===== config.mk =====
export PLATFORM = sky130hd
export DESIGN_NAME = sysclk_ctrl
export DESIGN_NICKNAME = d
export VERILOG_FILES = /design/src/rtl/sysclk_pkg.sv /design/src/rtl/sysclk_regs.sv /design/src/rtl/sysclk_divgen.sv /design/src/rtl/sysclk_runstat.sv /design/src/rtl/sysclk_ctrl.sv
export SDC_FILE = /design/constraint.sdc
export NUM_CORES = 1
export LEC_CHECK = 0
export BUFFER_PORTS_ARGS = -buffer_cell sky130_fd_sc_hd__buf_4
export CAP_MARGIN = 20
export CORE_ASPECT_RATIO = 1.4
export CORE_UTILIZATION = 30
export DETAILED_ROUTE_END_ITERATION = 7
export SETUP_SLACK_MARGIN = 0.4
export SLEW_MARGIN = 20
export SYNTH_ARGS = -nofsm -noshare
export SYNTH_HDL_FRONTEND = slang
export SYNTH_SLANG_ARGS = --single-unit

===== constraint.sdc =====
create_clock -name clk_ref -period 2.4 [get_ports clk_ref]
set_clock_uncertainty 0.05 [all_clocks]
set_input_delay 0.24 -clock clk_ref [delete_from_list [all_inputs] [get_ports clk_ref]]
set_output_delay 0.24 -clock clk_ref [all_outputs]
set_load 0.02 [all_outputs]

===== src/rtl/sysclk_pkg.sv =====
// Shared constants for the system clock controller: register offsets,
// field sizes, the existing and critical peripheral bit sets, and the
// lowest legal divider code of each derived clock.
package sysclk_pkg;

    localparam int REG_W       = 32;
    localparam int ADDR_W      = 8;
    localparam int NCLK        = 3;
    localparam int CODE_W      = 2;
    localparam int PERIPH_N    = 30;
    localparam int PERIPH_HOLE = 17;

    localparam int CLK_CPU = 0;
    localparam int CLK_AXI = 1;
    localparam int CLK_AHB = 2;

    localparam logic [ADDR_W-1:0] OFS_DIVCFG = 8'h08;
    localparam logic [ADDR_W-1:0] OFS_CKEN   = 8'h84;
    localparam logic [ADDR_W-1:0] OFS_HOLD   = 8'h88;

    // Bits that correspond to a real peripheral.
    function automatic logic [REG_W-1:0] live_mask();
        logic [REG_W-1:0] m;
        for (int i = 0; i < REG_W; i++) begin
            m[i] = (i < PERIPH_N) && (i != PERIPH_HOLE);
        end
        return m;
    endfunction

    // Peripherals that must run straight out of reset.
    function automatic logic [REG_W-1:0] crit_mask();
        logic [REG_W-1:0] m;
        m    = '0;
        m[0] = 1'b1;
        m[5] = 1'b1;
        for (int i = 23; i <= 27; i++) begin
            m[i] = 1'b1;
        end
        return m;
    endfunction

    localparam logic [REG_W-1:0] LIVE_MASK = live_mask();
    localparam logic [REG_W-1:0] CRIT_MASK = crit_mask();

    // Lowest code each derived clock accepts.
    function automatic logic [CODE_W-1:0] floor_code(int idx);
        return (idx == CLK_AHB) ? CODE_W'(1) : CODE_W'(0);
    endfunction

    // Reset value of the packed divider-code field: every clock at its floor.
    function automatic logic [NCLK*CODE_W-1:0] cfg_reset();
        logic [NCLK*CODE_W-1:0] v;
        for (int i = 0; i < NCLK; i++) begin
            v[i*CODE_W +: CODE_W] = floor_code(i);
        end
        return v;
    endfunction

    localparam logic [NCLK*CODE_W-1:0] CFG_RESET = cfg_reset();

endpackage


===== src/rtl/sysclk_regs.sv =====
// Register file of the clock controller.
// Holds the pending divider codes, the clock-enable vector and the
// hold-in-reset vector. Writes land on the rising edge after bus_wr.
// Reads are combinational on bus_addr.
// Assumes: addr and wdata are stable and known whenever wr is high.
module sysclk_regs
    import sysclk_pkg::*;
#(
    parameter int W  = REG_W,
    parameter int AW = ADDR_W,
    parameter int NC = NCLK,
    parameter int CW = CODE_W
) (
    input  logic            clk,
    input  logic            rst_n,
    input  logic            wr,
    input  logic [AW-1:0]   addr,
    input  logic [W-1:0]    wdata,
    output logic [W-1:0]    rdata,
    output logic [NC*CW-1:0] div_cfg,
    output logic [W-1:0]    cken,
    output logic [W-1:0]    hold
);

    localparam logic [W-1:0] LIVE     = W'(LIVE_MASK);
    localparam logic [W-1:0] CRIT     = W'(CRIT_MASK);
    localparam logic [W-1:0] CKEN_RST = CRIT & LIVE;
    localparam logic [W-1:0] HOLD_RST = LIVE & ~CRIT;

    logic [NC*CW-1:0] cfg_legal;

    // Raise any code below its clock's floor up to that floor.
    always_comb begin
        for (int i = 0; i < NC; i++) begin
            cfg_legal[i*CW +: CW] = (wdata[i*CW +: CW] < floor_code(i))
                                    ? floor_code(i) : wdata[i*CW +: CW];
        end
    end

    // Register update from the write port, reset to the power-on image.
    always_ff @(posedge clk) begin
        if (!rst_n) begin
            div_cfg <= CFG_RESET;
            cken    <= CKEN_RST;
            hold    <= HOLD_RST;
        end else if (wr) begin
            unique case (addr)
                AW'(OFS_DIVCFG): div_cfg <= cfg_legal;
                AW'(OFS_CKEN):   cken    <= wdata & LIVE;
                AW'(OFS_HOLD):   hold    <= wdata & LIVE;
                default: ;
            endcase
        end
    end

    // Readback mux; unmapped offsets return zero.
    always_comb begin
        unique case (addr)
            AW'(OFS_DIVCFG): rdata = W'(div_cfg);
            AW'(OFS_CKEN):   rdata = cken;
            AW'(OFS_HOLD):   rdata = hold;
            default:         rdata = '0;
        endcase
    end

endmodule


===== src/rtl/sysclk_divgen.sv =====
// Divided clock-enable generator.
// A free-running counter of 2**CW-1 bits spans the largest ratio.
// Pending codes are copied to the active set only when the counter is
// all ones, so every new ratio starts on the common period boundary.
// Assumes: div_cfg only holds legal codes.
module sysclk_divgen #(
    parameter int NC = 3,
    parameter int CW = 2,
    parameter logic [NC*CW-1:0] ACT_INIT = '0
) (
    input  logic                    clk,
    input  logic                    rst_n,
    input  logic [NC*CW-1:0]        div_cfg,
    output logic [(1<<CW)-2:0]      cnt,
    output logic [NC-1:0]           ce
);

    localparam int CNT_W = (1 << CW) - 1;

    logic [NC*CW-1:0] act;

    // Shared phase counter on the reference clock.
    always_ff @(posedge clk) begin
        if (!rst_n) cnt <= '0;
        else        cnt <= cnt + CNT_W'(1);
    end

    // Adopt pending codes at the wrap edge only.
    always_ff @(posedge clk) begin
        if (!rst_n)    act <= ACT_INIT;
        else if (&cnt) act <= div_cfg;
    end

    // One strobe per derived clock: high when the low code bits of the counter are zero.
    for (genvar g = 0; g < NC; g++) begin : g_strobe
        logic [CNT_W-1:0] sel_mask;
        assign sel_mask = ~({CNT_W{1'b1}} << act[g*CW +: CW]);
        assign ce[g]    = ((cnt & sel_mask) == '0);
    end

endmodule


===== src/rtl/sysclk_runstat.sv =====
// Running-status decode: a peripheral runs when its clock is enabled
// and its reset is released. Bits without a peripheral stay zero.
module sysclk_runstat #(
    parameter int W = 32,
    parameter logic [W-1:0] LIVE = '1
) (
    input  logic [W-1:0] cken,
    input  logic [W-1:0] hold,
    output logic [W-1:0] run
);

    // Combine the two registers per bit.
    assign run = cken & ~hold & LIVE;

endmodule


===== src/rtl/sysclk_ctrl.sv =====
// System clock controller top: register file, divider strobe generator
// and running-status decode.
// Assumes: one reference clock domain, synchronous active-low reset.
module sysclk_ctrl
    import sysclk_pkg::*;
(
    input  logic        clk_ref,
    input  logic        rst_n,
    input  logic        bus_wr,
    input  logic [7:0]  bus_addr,
    input  logic [31:0] bus_wdata,
    output logic [31:0] bus_rdata,
    output logic [2:0]  div_ce,
    output logic [31:0] periph_clk_en,
    output logic [31:0] periph_rst,
    output logic [31:0] periph_run
);

    localparam int CNT_W = (1 << CODE_W) - 1;

    logic [NCLK*CODE_W-1:0] div_cfg;
    logic [CNT_W-1:0]       div_cnt;

    sysclk_regs #(
        .W (REG_W),
        .AW(ADDR_W),
        .NC(NCLK),
        .CW(CODE_W)
    ) u_regs (
        .clk    (clk_ref),
        .rst_n  (rst_n),
        .wr     (bus_wr),
        .addr   (bus_addr),
        .wdata  (bus_wdata),
        .rdata  (bus_rdata),
        .div_cfg(div_cfg),
        .cken   (periph_clk_en),
        .hold   (periph_rst)
    );

    sysclk_divgen #(
        .NC      (NCLK),
        .CW      (CODE_W),
        .ACT_INIT(CFG_RESET)
    ) u_divgen (
        .clk    (clk_ref),
        .rst_n  (rst_n),
        .div_cfg(div_cfg),
        .cnt    (div_cnt),
        .ce     (div_ce)
    );

    sysclk_runstat #(
        .W   (REG_W),
        .LIVE(LIVE_MASK)
    ) u_runstat (
        .cken(periph_clk_en),
        .hold(periph_rst),
        .run (periph_run)
    );

endmodule


[After elaboration in Yosys (flattened, before gate mapping)]
Index checks and enable logic that the tools add are counted.
Operators by class
  reduce and logical (&&, ||, !) cells: 7
  equal/unequal tests: 3
  multiplexer cells: 4
  add/sub/neg operators: 1
  $lt $le $gt $ge: 3
  bitwise operators: 8
  shifts and indexed selects: 3
Operators by type and width (number)
  $pmux 30 s3: 1
  $and 30x30->30: 1
  $not 30->30: 1
  $eq 8x8->1 const B: 2
  $and 3x3->3: 3
  $logic_not 3->1: 3
  $not 3->3: 3
  $shl 3x2->3 const A: 3
  $eq 8x4->1 const B: 1
  $lt 2x1->1 const B: 3
  $mux 2: 3
  $reduce_and 2->1: 3
  $add 3x1->3 const B: 1
  $reduce_and 3->1: 1
Storage, ports and cells
  output and inout bits: 131
  word-level logic and storage cells: 34
  bits of input ports: 43
  register bits: 73

[Longest topological paths before layout]
  depth after elaboration: 4
  depth in mapped cells: 6
  depth with buffers taken out: 4

[Hierarchy]
A second synthesis with hierarchy kept.
Second synthesis, totals
  cell total of the unflattened synthesis: 408
  area total of the unflattened synthesis: 3992.6 um2
By module, submodules not included
  sysclk_regs: area each 3170.5 um2, instances 1, cells an instance 341, seq. area each 1281.2 um2
  sysclk_runstat: area each 425.4 um2, instances 1, cells an instance 33, seq. area each 0.0 um2
  sysclk_divgen: area each 396.6 um2, instances 1, cells an instance 34, seq. area each 180.2 um2

[Worst setup path before layout]
No wires, ideal clock.
  path kind: input port to output port
  from: input port bus_addr[6]
  to: output port bus_rdata[12]
  slack: 0.456 ns
  cell stages on the path: 5
  arrival: 1.654 ns
  path buffers: 2
  data required time: 2.110 ns
  cells stage by stage: or4b_4 nor3_1 buf_2 buf_4 a22o_1
Between the ends
  longest elaborated chain between the ends: 2
  elaborated cells on any way between the ends: 4
  classes of those cells: eq/ne (3); mux (1)
RTL lines
  start: declaration: line sysclk_ctrl.sv:10  | input logic [7:0] bus_addr,
  $eq 8x8->1 or $eq 8x4->1 (tied branches): line sysclk_regs.sv:58  | unique case (addr)
  $pmux 30 s3 *: line sysclk_regs.sv:58
  end: declaration: line sysclk_ctrl.sv:12  | output logic [31:0] bus_rdata,
Every way passes the cells marked *; elsewhere a longest branch is shown, timed or not.

[Worst setup path after layout]
  from: input port bus_addr[4]
  to: output port bus_rdata[4]
The elaborated chain is that of the path after synthesis.

==> results.tsv <==
stage	metric	value	unit
detailed_routing	dr.pass1.iters	4	
synthesis	yosys_most_used_dff	dfxtp_1	
final_layout	utilization	0.4588	
power	seqPwrFrac	0.447	
die	num_rows	47	
final_layout	antennaDiodeCount	0	
critical_path	crit_type	input pin to output pin	
grt	overflow	0	
synthesis	synth-simple-area-share	0.2604	
sta	setup_tns	0	ns
critical_path	path_common_cell	buf_6	
critical_path	startpoint	bus_addr[4]	
clocking	clkSlewWorstSetupHoldPaths	0.06	ns
power	pwr_density_cell	497.6	mW/mm^2
detailed_routing	ant_nets	0	
critical_path	worstPathRequired	2.11	ns
synthesis	syn_area_per_cell	9.172	um^2
sta	setup_ws	0.3992	ns
critical_path	crit_slowest_cell	or4b_4	
sta	finalCritPeriodShare	0.8336	
final_layout	drive_gt1_frac	0.3439	
critical_path	crit_path_end_kind	output pin	
critical_path	critPathLaunchType	input pin	
critical_path	cp_cell_sequence	buf_6 -> or4b_4 -> nor3_4 -> buf_12 -> buf_8 -> a221o_1 -> buf_6	
detailed_routing	drc	0	
synthesis	synth_compound_area_frac	0.08358	
power	switchingPower	0.0005960	W
detailed_routing	wl	10.47	mm
clocking	postCtsHoldBufs	0	
status	status	complete, no violations	
die	pin_count	174	
die	die_w	96.40	um
final_layout	final_common_cell	buf_4	
clocking	cts_sinks	73	
grt	grt_max_degree	65	
critical_path	ff2ff_path_depth	4	
hold_path	hold_class	input pin to register	
sta	slew_violations	0	
detailed_routing	viasPerCell	4.644	
synthesis	synth-seq-cells	73	
synthesis	synth-xor-area-share	0	
synthesis	synth_edf_count	0	
grt	track_usage	0.1579	
detailed_routing	dr_total_vias	3316	
synthesis	synthMuxAreaShare	0.1846	
critical_path	critical_path.endpoint	bus_rdata[4]	
power	power_frac_clock	0.482	
flow_run	drv_cap	0	
critical_path	crit_family	simple AND/OR/NAND/NOR gates	
sta	rsz0062_at_grt	yes	
power	power_leakage	2.245	nW
clocking	cts_max_path_buffers	2	
power	power	0.002739	W
sta	worst_pin_slew	0.5668	ns
power	p_comb_frac	0.071	
placement	pre_cts_slack	0.3300	ns
placement	place.gp.congestion	0.7515	
clocking	cts_tree	yes	
final_layout	nNetsFinal	607	
clocking	htreeDepth	3	
synthesis	synth_top_family_by_area	simple AND/OR/NAND/NOR gates	
critical_path	rr_startpoint	u_divgen.cnt[0]	
detailed_routing	wl_per_cell	14.66	um
sta	max-slew-margin-rel	0.6221	
synthesis	synth_area	0.003742	mm^2
critical_path	critical_path_depth	7	
clocking	clock_latency	0.33	ns
critical_path	critical_path.max_fanout	7	
sta	hold_viol_final	0	
synthesis	yosysSeqAreaShare	0.3905	
grt	grt_pass1_vias	3170	
placement	place_hpwl	7.461	mm
power	ir_worst_vdd	256.5	uV
die	coreArea	0.01200	mm^2
synthesis	yosys.area_share.adder	0.006687	
critical_path	arrival	1.71	ns
sta	post-route-min-period	2.001	ns
clocking	cts_buffers	9	
critical_path	reg2reg_setup_slack	0.97	ns
final_layout	final_cell_mix	buf_4 (143), nor2b_1 (93), dfxtp_1 (73)	
synthesis	synth_cell_types	31	
clocking	cts-root-buf	clkbuf_16	
detailed_routing	drt_iter0_markers	79	
sta	setup_viol	0	
power	switching_share	0.2176	
synthesis	netlist_instances	408	
die	die_h	134.2	um
final_layout	area_growth	47.07	%
critical_path	worst-path-buf-inv	4	
grt	antenna_found_initial	0	
synthesis	ys_async_sr_fraction	0	
synthesis	ys.warnings.count	0	
die	start_util	0.3120	
power	power.internal	0.002143	W
grt	grt_pass1_wl	15.58	mm
die	die-area	0.01293	mm^2
placement	port_buffers	158	
critical_path	r2r_end	u_divgen.act[4]	
sta	fmax	499.8	MHz
critical_path	critPathMaxStageDelay	0.58	ns
==> timing repair <==
| action | in CTS | in global routing |
|---|---|---|
| gates resized for setup | 4 | 29 |
| pin swaps | 0 | 24 |
| setup buffers | 0 | 3 |
| endpoints found under the setup margin | 29 | 29 |
| gates cloned | 0 | 2 |
==> through the flow <==
step	cells	hold WS [ns]	area, um^2
floorplan	419	0.3322	3784
global placement	693	0.4127	5027
detailed placement	693	0.4211	5027
CTS	709	0.1069	5335
global route	714	0.1139	5504
finish	714	0.1197	5504
==> worst reg2reg max path, cell delays in order, from the launching register on <==
cell and delay (ns):
dfxtp_1 0.42, ha_1 0.18, ha_1 0.36, mux2i_1 0.23
nand2_1 0.06
==> cell usage after synthesis (2+ instances only) <==
cell / n / area share
and2_1: 2 / 0.0033
or2_2: 2 / 0.0033
dfxtp_1: 73 / 0.39
buf_2: 6 / 0.0080
buf_4: 15 / 0.030
a221o_1: 6 / 0.016
mux2i_1: 69 / 0.18
nor3_1: 7 / 0.0094
a22o_1: 23 / 0.054
inv_1: 7 / 0.0070
a22oi_1: 3 / 0.0060
ha_1: 2 / 0.0067
buf_6: 2 / 0.0060
nor2b_1: 93 / 0.16
clkbuf_1: 17 / 0.017
a21o_1: 3 / 0.0060
nand2_1: 64 / 0.064
==> cell families after synthesis <==
family,after synthesis
AOI/OAI and AO/OA,36
adders and majority gates,2
DFF,73
muxes,69
buffers and inverters,49
other,1
and+or+nand+nor,178
==> power by group through the flow <==
stage	clock network (W)	logic (W)	registers (W)
floorplan	0	0.000121	0.00125
global placement	0	0.000186	0.00125
detailed placement	0	0.000191	0.00125
CTS	0.00136	0.000193	0.00122
global route	0.00142	0.000215	0.00122
finish	0.00132	0.000195	0.00122
==> worst min path at each step <==
stage / startpoint / endpoint / depth (start not counted) / slack (ns)
after global placement: u_divgen.act[4] / u_divgen.act[4] / 2 / 0.41
after global routing: bus_wdata[22] / u_regs.cken[22] / 3 / 0.11
final: bus_wdata[10] / u_regs.cken[10] / 3 / 0.12
after detailed placement: u_divgen.act[4] / u_divgen.act[4] / 2 / 0.42
after floorplan: bus_wdata[10] / u_regs.cken[10] / 2 / 0.33
after CTS: bus_wdata[28] / u_regs.cken[28] / 3 / 0.11
==> area by class of cell <==
type                       instances  area, um^2
multi-input combinational        297        2072
sequential                        73        1461
clock buffer                      13       250.2
timing repair buffer             174        1470
fill                            1177        6492
inverter                           7       26.28
tap                              147       183.9
clock inverter                     3       40.04
==> layer usage <==
layer | part of all wire | global-route usage
met4 | 0.014 | 0.05637
met3 | 0.041 | 0.03231
met2 | 0.55 | 0.2963
met5 | 0 | 0
met1 | 0.40 | 0.1692
==> registers in the layout, summed over array words and instances, names as in the netlist <==
signal          count
u_regs.cken        29
u_divgen.act        6
u_divgen.cnt        3
u_regs.div_cfg      6
u_regs.hold        29
Power figures use the tool's default switching activity.
